File: src/rtl/ocm_pkg.sv
package ocm_pkg;
  localparam int unsigned A_CMP_HI = 0;
  localparam int unsigned A_CMP_LO = 1;
  localparam int unsigned A_SEL    = 2;
  localparam int unsigned A_LVL    = 3;
  localparam int unsigned A_STROBE = 4;
  localparam int unsigned A_FLAG   = 5;

  typedef enum logic [1:0] {
    EV_NONE  = 2'd0,
    EV_MATCH = 2'd1,
    EV_FORCE = 2'd2,
    EV_BOTH  = 2'd3
  } ocm_ev_e;
endpackage

File: src/rtl/ocm_rst_sync.sv
module ocm_rst_sync #(
  parameter int STAGES = 2
) (
  input  logic clk,
  input  logic rst_n,
  output logic rst_n_o
);
  logic [STAGES-1:0] sync_q;
  logic [STAGES-1:0] sync_d;

  always_comb begin
    sync_d = {sync_q[STAGES-2:0], 1'b1};
  end

  always_ff @(posedge clk or negedge rst_n) begin
    if (!rst_n) sync_q <= '0;
    else        sync_q <= sync_d;
  end

  assign rst_n_o = sync_q[STAGES-1];
endmodule

File: src/rtl/ocm_match.sv
module ocm_match #(
  parameter int CNT_W = 16
) (
  input  logic             cnt_adv_i,
  input  logic [CNT_W-1:0] cnt_i,
  input  logic [CNT_W-1:0] cmp_i,
  input  logic             force1_i,
  output logic             hit_o,
  output ocm_pkg::ocm_ev_e ev_o
);
  logic eq;

  always_comb begin
    eq    = (cnt_i == cmp_i);
    hit_o = cnt_adv_i & eq;
    unique case ({force1_i, hit_o})
      2'b01:   ev_o = ocm_pkg::EV_MATCH;
      2'b10:   ev_o = ocm_pkg::EV_FORCE;
      2'b11:   ev_o = ocm_pkg::EV_BOTH;
      default: ev_o = ocm_pkg::EV_NONE;
    endcase
  end
endmodule

File: src/rtl/ocm_regs.sv
module ocm_regs #(
  parameter int AW      = 3,
  parameter int DW      = 8,
  parameter int CNT_W   = 16,
  parameter int PIN_N   = 5,
  parameter int PIN_LSB = 3,
  parameter int CH_N    = 5
) (
  input  logic             clk,
  input  logic             rst_n,
  input  logic             wr_en_i,
  input  logic [AW-1:0]    addr_i,
  input  logic [DW-1:0]    wdata_i,
  input  logic             hit_i,
  output logic [CNT_W-1:0] cmp_o,
  output logic [PIN_N-1:0] sel_o,
  output logic [PIN_N-1:0] lvl_o,
  output logic             force1_now_o,
  output logic [CH_N-1:0]  force_o,
  output logic             flag_o,
  output logic [DW-1:0]    rdata_o
);
  import ocm_pkg::*;

  localparam int HI_W = CNT_W - DW;

  logic             wr_hi, wr_lo, wr_sel, wr_lvl, wr_stb, wr_flag;
  logic [CNT_W-1:0] cmp_q, cmp_d;
  logic [PIN_N-1:0] sel_q, sel_d, lvl_q, lvl_d;
  logic [CH_N-1:0]  frc_q, frc_d;
  logic             flag_q, flag_d;

  always_comb begin
    wr_hi   = wr_en_i && (addr_i == AW'(A_CMP_HI));
    wr_lo   = wr_en_i && (addr_i == AW'(A_CMP_LO));
    wr_sel  = wr_en_i && (addr_i == AW'(A_SEL));
    wr_lvl  = wr_en_i && (addr_i == AW'(A_LVL));
    wr_stb  = wr_en_i && (addr_i == AW'(A_STROBE));
    wr_flag = wr_en_i && (addr_i == AW'(A_FLAG));
  end

  // next-state
  always_comb begin
    cmp_d = cmp_q;
    if (wr_hi) cmp_d[CNT_W-1:DW] = wdata_i[HI_W-1:0];
    if (wr_lo) cmp_d[DW-1:0]     = wdata_i;
    sel_d  = wr_sel ? wdata_i[PIN_LSB +: PIN_N] : sel_q;
    lvl_d  = wr_lvl ? wdata_i[PIN_LSB +: PIN_N] : lvl_q;
    // set has priority over a write-one clear
    flag_d = hit_i | (flag_q & ~(wr_flag & wdata_i[DW-1]));
  end

  genvar c;
  generate
    for (c = 0; c < CH_N; c++) begin : g_frc
      always_comb frc_d[c] = wr_stb & wdata_i[DW-1-c];
    end
  endgenerate

  always_ff @(posedge clk or negedge rst_n) begin
    if (!rst_n) begin
      cmp_q  <= '0;
      sel_q  <= '0;
      lvl_q  <= '0;
      frc_q  <= '0;
      flag_q <= 1'b0;
    end else begin
      cmp_q  <= cmp_d;
      sel_q  <= sel_d;
      lvl_q  <= lvl_d;
      frc_q  <= frc_d;
      flag_q <= flag_d;
    end
  end

  // read path, unimplemented bits return zero
  always_comb begin
    rdata_o = '0;
    unique case (addr_i)
      AW'(A_CMP_HI): rdata_o[HI_W-1:0]        = cmp_q[CNT_W-1:DW];
      AW'(A_CMP_LO): rdata_o                  = cmp_q[DW-1:0];
      AW'(A_SEL):    rdata_o[PIN_LSB +: PIN_N] = sel_q;
      AW'(A_LVL):    rdata_o[PIN_LSB +: PIN_N] = lvl_q;
      AW'(A_FLAG):   rdata_o[DW-1]            = flag_q;
      default:       rdata_o                  = '0;
    endcase
  end

  assign cmp_o        = cmp_q;
  assign sel_o        = sel_q;
  assign lvl_o        = lvl_q;
  assign force1_now_o = frc_d[0];
  assign force_o      = frc_q;
  assign flag_o       = flag_q;
endmodule

File: src/rtl/ocm_pins.sv
module ocm_pins #(
  parameter int PIN_N = 5
) (
  input  logic             clk,
  input  logic             rst_n,
  input  ocm_pkg::ocm_ev_e ev_i,
  input  logic [PIN_N-1:0] sel_i,
  input  logic [PIN_N-1:0] lvl_i,
  output logic [PIN_N-1:0] pins_o
);
  logic             act;
  logic [PIN_N-1:0] pin_q, pin_d, pin_en;

  always_comb act = (ev_i != ocm_pkg::EV_NONE);

  genvar i;
  generate
    for (i = 0; i < PIN_N; i++) begin : g_pin
      always_comb begin
        pin_en[i] = act & sel_i[i];
        pin_d[i]  = pin_en[i] ? lvl_i[i] : pin_q[i];
      end
    end
  endgenerate

  always_ff @(posedge clk or negedge rst_n) begin
    if (!rst_n) pin_q <= '0;
    else        pin_q <= pin_d;
  end

  assign pins_o = pin_q;
endmodule

File: src/rtl/ocm_unit.sv
module ocm_unit #(
  parameter int AW      = 3,
  parameter int DW      = 8,
  parameter int CNT_W   = 16,
  parameter int PIN_N   = 5,
  parameter int PIN_LSB = 3,
  parameter int CH_N    = 5
) (
  input  logic             clk,
  input  logic             rst_n,
  input  logic [CNT_W-1:0] cnt_i,
  input  logic             cnt_adv_i,
  input  logic             wr_en_i,
  input  logic [AW-1:0]    addr_i,
  input  logic [DW-1:0]    wdata_i,
  output logic [DW-1:0]    rdata_o,
  output logic [PIN_N-1:0] pins_o,
  output logic [CH_N-1:0]  force_o,
  output logic             irq_o
);
  logic             rst_n_s;
  logic             hit;
  logic             force1_now;
  logic [CNT_W-1:0] cmp_q;
  logic [PIN_N-1:0] sel_q, lvl_q;
  ocm_pkg::ocm_ev_e ev;

  ocm_rst_sync #(.STAGES(2)) u_rst (
    .clk     (clk),
    .rst_n   (rst_n),
    .rst_n_o (rst_n_s)
  );

  ocm_regs #(
    .AW(AW), .DW(DW), .CNT_W(CNT_W),
    .PIN_N(PIN_N), .PIN_LSB(PIN_LSB), .CH_N(CH_N)
  ) u_regs (
    .clk          (clk),
    .rst_n        (rst_n_s),
    .wr_en_i      (wr_en_i),
    .addr_i       (addr_i),
    .wdata_i      (wdata_i),
    .hit_i        (hit),
    .cmp_o        (cmp_q),
    .sel_o        (sel_q),
    .lvl_o        (lvl_q),
    .force1_now_o (force1_now),
    .force_o      (force_o),
    .flag_o       (irq_o),
    .rdata_o      (rdata_o)
  );

  ocm_match #(.CNT_W(CNT_W)) u_match (
    .cnt_adv_i (cnt_adv_i),
    .cnt_i     (cnt_i),
    .cmp_i     (cmp_q),
    .force1_i  (force1_now),
    .hit_o     (hit),
    .ev_o      (ev)
  );

  ocm_pins #(.PIN_N(PIN_N)) u_pins (
    .clk    (clk),
    .rst_n  (rst_n_s),
    .ev_i   (ev),
    .sel_i  (sel_q),
    .lvl_i  (lvl_q),
    .pins_o (pins_o)
  );
endmodule

File: config.mk
export PLATFORM = sky130hd
export DESIGN_NAME = ocm_unit
export DESIGN_NICKNAME = d
export VERILOG_FILES = /design/src/rtl/ocm_pkg.sv /design/src/rtl/ocm_rst_sync.sv /design/src/rtl/ocm_match.sv /design/src/rtl/ocm_regs.sv /design/src/rtl/ocm_pins.sv /design/src/rtl/ocm_unit.sv
export SDC_FILE = /design/constraint.sdc
export NUM_CORES = 1
export LEC_CHECK = 0
export BUFFER_PORTS_ARGS = -buffer_cell sky130_fd_sc_hd__buf_4
export CORE_MARGIN = 2
export CORE_UTILIZATION = 50
export DETAILED_ROUTE_END_ITERATION = 8
export PLACE_DENSITY = 0.76
export RECOVER_POWER = 50
export SETUP_SLACK_MARGIN = 0.02
export SYNTH_ARGS = -nofsm -noshare
export SYNTH_HDL_FRONTEND = slang
export SYNTH_SLANG_ARGS = --single-unit
File: constraint.sdc
create_clock -name clk -period 1.4 [get_ports clk]
set_input_delay 0 -clock clk [delete_from_list [all_inputs] [get_ports clk]]
set_output_delay 0 -clock clk [all_outputs]
set_load 0.05 [all_outputs]
Word level (Yosys, flattened, before mapping)
Cells that the tools add are included.
- bits in registers: 39
- eq/ne operators: 9
- mux-type cells: 4
- bitwise operators: 15
- reduce and logical (&&, ||, !) cells: 8
- operators by type and width (kind ; count):
    $eq 16x16->1 ; 1
    $pmux 4 s4 ; 1
    $and 1x1->1 ; 13
    $eq 3x2->1 const B ; 2
    $eq 3x3->1 const B ; 2
    $logic_and 1x1->1 ; 6
    $pmux 2 s3 ; 1
    $pmux 3 s2 ; 1
    $pmux 1 s5 ; 1
    $eq 2x2->1 const B ; 2
    $eq 3x1->1 const B ; 1
    $logic_not 3->1 ; 1
    $eq 2x1->1 const B ; 1
    $reduce_bool 2->1 ; 1
    $not 1->1 ; 1
    $or 1x1->1 ; 1

Longest topological paths before layout
- depth in word-level cells: 7
- depth in mapped cells: 6
- mapped depth without buffers: 5

Hierarchy
From an unflattened synthesis, not the netlist that was laid out.
- cells, all modules: 139
- area, all modules: 1903.1 µm²
- by module, submodules not included (module ; instances ; cells each ; area each (µm²)):
    ocm_regs ; 1 ; 97 ; 1457.6
    ocm_pins ; 1 ; 15 ; 206.4
    ocm_match ; 1 ; 24 ; 185.2
    ocm_rst_sync ; 1 ; 3 ; 53.8

Least setup slack after synthesis
OpenSTA, ideal clock, no wires.
- path type: register -> output
- from: register u_regs.flag_q, in the netlist u_regs.flag_o
- to: output port rdata_o[7]
- arrival: 1.494 ns
- data required time: 1.400 ns
- slack: -0.094 ns
- cell stages (with the launch flop): 3
- buffers on the path: 0
- cells stage by stage: dfrtp_1 nand2_1 o22ai_1
- longest elaborated chain between the ends: 1
- ends and longest elaborated chain (what ; RTL line ; text):
    start, declared ; ocm_regs.sv:31 ; logic flag_q, flag_d;
    start signal, assigned ; ocm_regs.sv:72 ; flag_q <= flag_d;
    $pmux 1 s5 ; ocm_regs.sv:79 ; unique case (addr_i)
    end, declared ; ocm_unit.sv:16 ; output logic [DW-1:0] rdata_o,
Every way passes these cells.

Final worst setup path
- from: register u_regs.cmp_q[5], in the netlist u_regs.cmp_o[5]
- to: output port rdata_o[5]
- longest elaborated chain between the ends: 1
- ends and longest elaborated chain (what ; RTL line ; text):
    start, declared ; ocm_regs.sv:28 ; logic [CNT_W-1:0] cmp_q, cmp_d;
    start signal, assigned ; ocm_regs.sv:68 ; cmp_q <= cmp_d;
    $pmux 4 s4 ; ocm_regs.sv:79 ;
Every way passes these cells.

==> reports/qor.txt <==
Clk Latency, worst-skew pair -> 0.29 ns
# DRC -> 0
Die area -> 0.004481 mm²
Max Slew Vio Count -> 0
Drt total wl -> 5230 µm
Hpwl dp -> 3558 µm
Mapped Nets -> 191
Vias in the first global route -> 1,712
Nets -> 274
Syn Area/Cell -> 12.38 µm²
Yosys warnings -> 0
Ant. Diodes -> 0
WS Path Type -> flip-flop to primary output
Failing checks -> negative setup slack
Die extent in x -> 66.94 µm
Post-DRT Antenna Nets -> 0
Hold Vio Cnt, Final -> 0
H-tree Lvls -> 2
Setup TNS -> -0.9967 ns
P&R area growth vs syn -> 45.17%
Commonest non-fill, non-tap cell in the layout -> buf_4
Vias per Instance -> 5.500
# fillers -> 253
Power density over the cells -> 1193 mW/mm²
Length of the first detailed-routing pass in iterations -> 4
Layout cell share with drive strength beyond 1 -> 50.41%
Final worst setup slack -> -0.1679 ns
Buffers on Ports -> 49
Ports -> 50
Reg clk slew, reported paths -> 0.08 ns
RSZ-0062 raised after global routing -> yes
Hold_ws -> 0.03427 ns
Num rows -> 22
Tmin final -> 1.568 ns
Most frequent cells in the layout -> buf_4, dfrtp_1, mux2_2
Final setup violating endpoints -> 11
GRT Overall Usage -> 25.72%
Worst-path fanout max -> 2
Total number of vias -> 1,606
Relative slew margins -> 39.66%
Total power -> 3.430 mW
Clk_skew -> 0.007293 ns
Initial Util -> 52.91%
Leakage -> 1.289 nW
Seq/Total Area, Yosys -> 49.27%
Clock sinks -> 39
Crit. End Element -> primary output
Chip height -> 66.94 µm
Global-route wire length before repair -> 8307 µm
Routed len/inst -> 17.91 µm
Max capacitance violation total -> 0
Initial DRC count -> 67
Post-Syn Area -> 0.001981 mm²
Global route total overflow -> 0
Post-layout util -> 76.80%
Distinct cells, synth -> 29
CTS tree -> built
VDD IR-drop max -> 0.0007965 V
Syn Inst Count -> 160
CTS max path bufs -> 2
Tcrit/Tclk final -> 112.0%
Largest net degree at the start of global routing -> 38
CP Launch Type -> flip-flop
Least-Margin Pin Slew -> 0.9050 ns
Critical Path RT -> 1.40 ns
Dpl ws -> -0.1474 ns
Final cell count without fillers -> 292
Total CTS buffers -> 5
Core area -> 0.003744 mm²
Data arrival, critical path -> 1.57 ns
#FFs+latches synth -> 39
Hold crit path type -> input pin to async pin
Area after DPL -> 0.002506 mm²
CTS root buf -> clkbuf_8
Reg2reg setup slack -> -0.12 ns
Status -> finished, violations left
Antenna violations before repair -> 0
Fmax -> 637.8 MHz
Dpl cells -> 266
Final Wtd Congestion -> 0.8332
Finished Cell Area -> 0.002875 mm²
-- area by class of cell --
type / instances / area, µm² / share of cell area (%)
Tap cell: 48 / 60.06 / 2.089
Multi-Input combinational cell: 109 / 1044 / 36.29
Timing Repair Buffer: 81 / 651.9 / 22.67
Clock buffer: 6 / 82.58 / 2.872
Sequential cell: 39 / 975.9 / 33.94
Clock inverter: 2 / 35.03 / 1.218
Inverter: 7 / 26.28 / 0.9138
-- flip-flops by register name, summed over array words and instances (netlist names) --
register / count
u_pins.pins_o: 5
u_regs.cmp_o: 16
u_regs.flag_o: 1
u_regs.force_o: 5
u_regs.lvl_o: 5
u_regs.sel_o: 5
u_rst.sync_q: 2
-- layer usage --
metal	vias to the layer above	share of wire, %	track usage (%)
met5	-	0	0
met4	0	1.7	10.46
met3	11	4.6	4.899
met2	50	52	44.00
met1	799	41	31.85
li1	746	-	-
-- critical path, cell delays in order, from the launching register on --
cell and delay [ns]:
dfrtp_1 0.42, buf_6 0.13, mux4_2 0.44, nor2b_4 0.14, buf_8 0.14
-- cells by family (layout without fill, tap and decap cells) --
logic type      Yosys count  after routing  share of synthesized area (%)
simple gates             41             41                          12.76
flops                    39             39                          49.27
mux                      34             34                          21.98
compound gates           17             17                          5.938
xor+xnor                 16             16                          7.075
buf+inv                  12             96                          2.779
other cells               1              1                         0.1893
-- where the power goes --
part / internal [mW] / leakage (nW) / switching [mW]
clock network: 0.577 / 0.0612 / 0.387
registers: 1.30 / 0.462 / 0.161
logic: 0.563 / 0.765 / 0.444
-- path summary, 6_finish.rpt --
kind                                                 to                         from  depth (start not counted)
hold / removal                u_rst.sync_q[1]$_DFF_PN0_                        rst_n                          2
min in group clk                u_regs.flag_o$_DFF_PN0_                    addr_i[2]                          4
max in group asynchronous   u_regs.cmp_o[7]$_DFFE_PN0P_    u_rst.sync_q[1]$_DFF_PN0_                          1
hold reg to reg               u_rst.sync_q[1]$_DFF_PN0_    u_rst.sync_q[0]$_DFF_PN0_                          0
setup / recovery                             rdata_o[5]  u_regs.cmp_o[5]$_DFFE_PN0P_                          4
setup reg to reg           u_pins.pins_o[0]$_DFFE_PN0P_  u_regs.cmp_o[4]$_DFFE_PN0P_                          5
-- synth_stat cells --
cell type | n | area share [%]
mux2_1 | 4 | 2.3
nand2_1 | 10 | 1.9
xnor2_1 | 16 | 7.1
mux2i_1 | 3 | 1.5
buf_2 | 2 | 0.51
o21ai_0 | 1 | 0.25
a31oi_1 | 5 | 1.6
conb_1 | 1 | 0.19
nand4b_2 | 1 | 0.76
and2_1 | 4 | 1.3
nor3b_2 | 1 | 0.63
nand2b_1 | 2 | 0.63
nand3_1 | 2 | 0.51
nor3_1 | 4 | 1.0
mux2_2 | 22 | 13
inv_1 | 7 | 1.3
o311ai_1 | 5 | 2.2
nor2_1 | 1 | 0.19
nor2b_1 | 4 | 1.3
nor2_2 | 1 | 0.32
mux4_2 | 5 | 5.7
buf_4 | 2 | 0.76
and4bb_1 | 1 | 0.63
nand4_1 | 8 | 2.5
o22ai_1 | 6 | 1.9
nor3_4 | 1 | 0.82
clkbuf_1 | 1 | 0.19
or2_2 | 1 | 0.32
dfrtp_1 | 39 | 49
-- timing repair --
action,4_1_cts,5_1_grt
gates cloned,1,0
pin swaps,12,8
endpoints found under the setup margin,10,11
hold buffers,9,0
setup buffers,8,0
endpoints found under the hold margin,28,0
resized for setup,17,10
(Power assumes the default switching activity.)
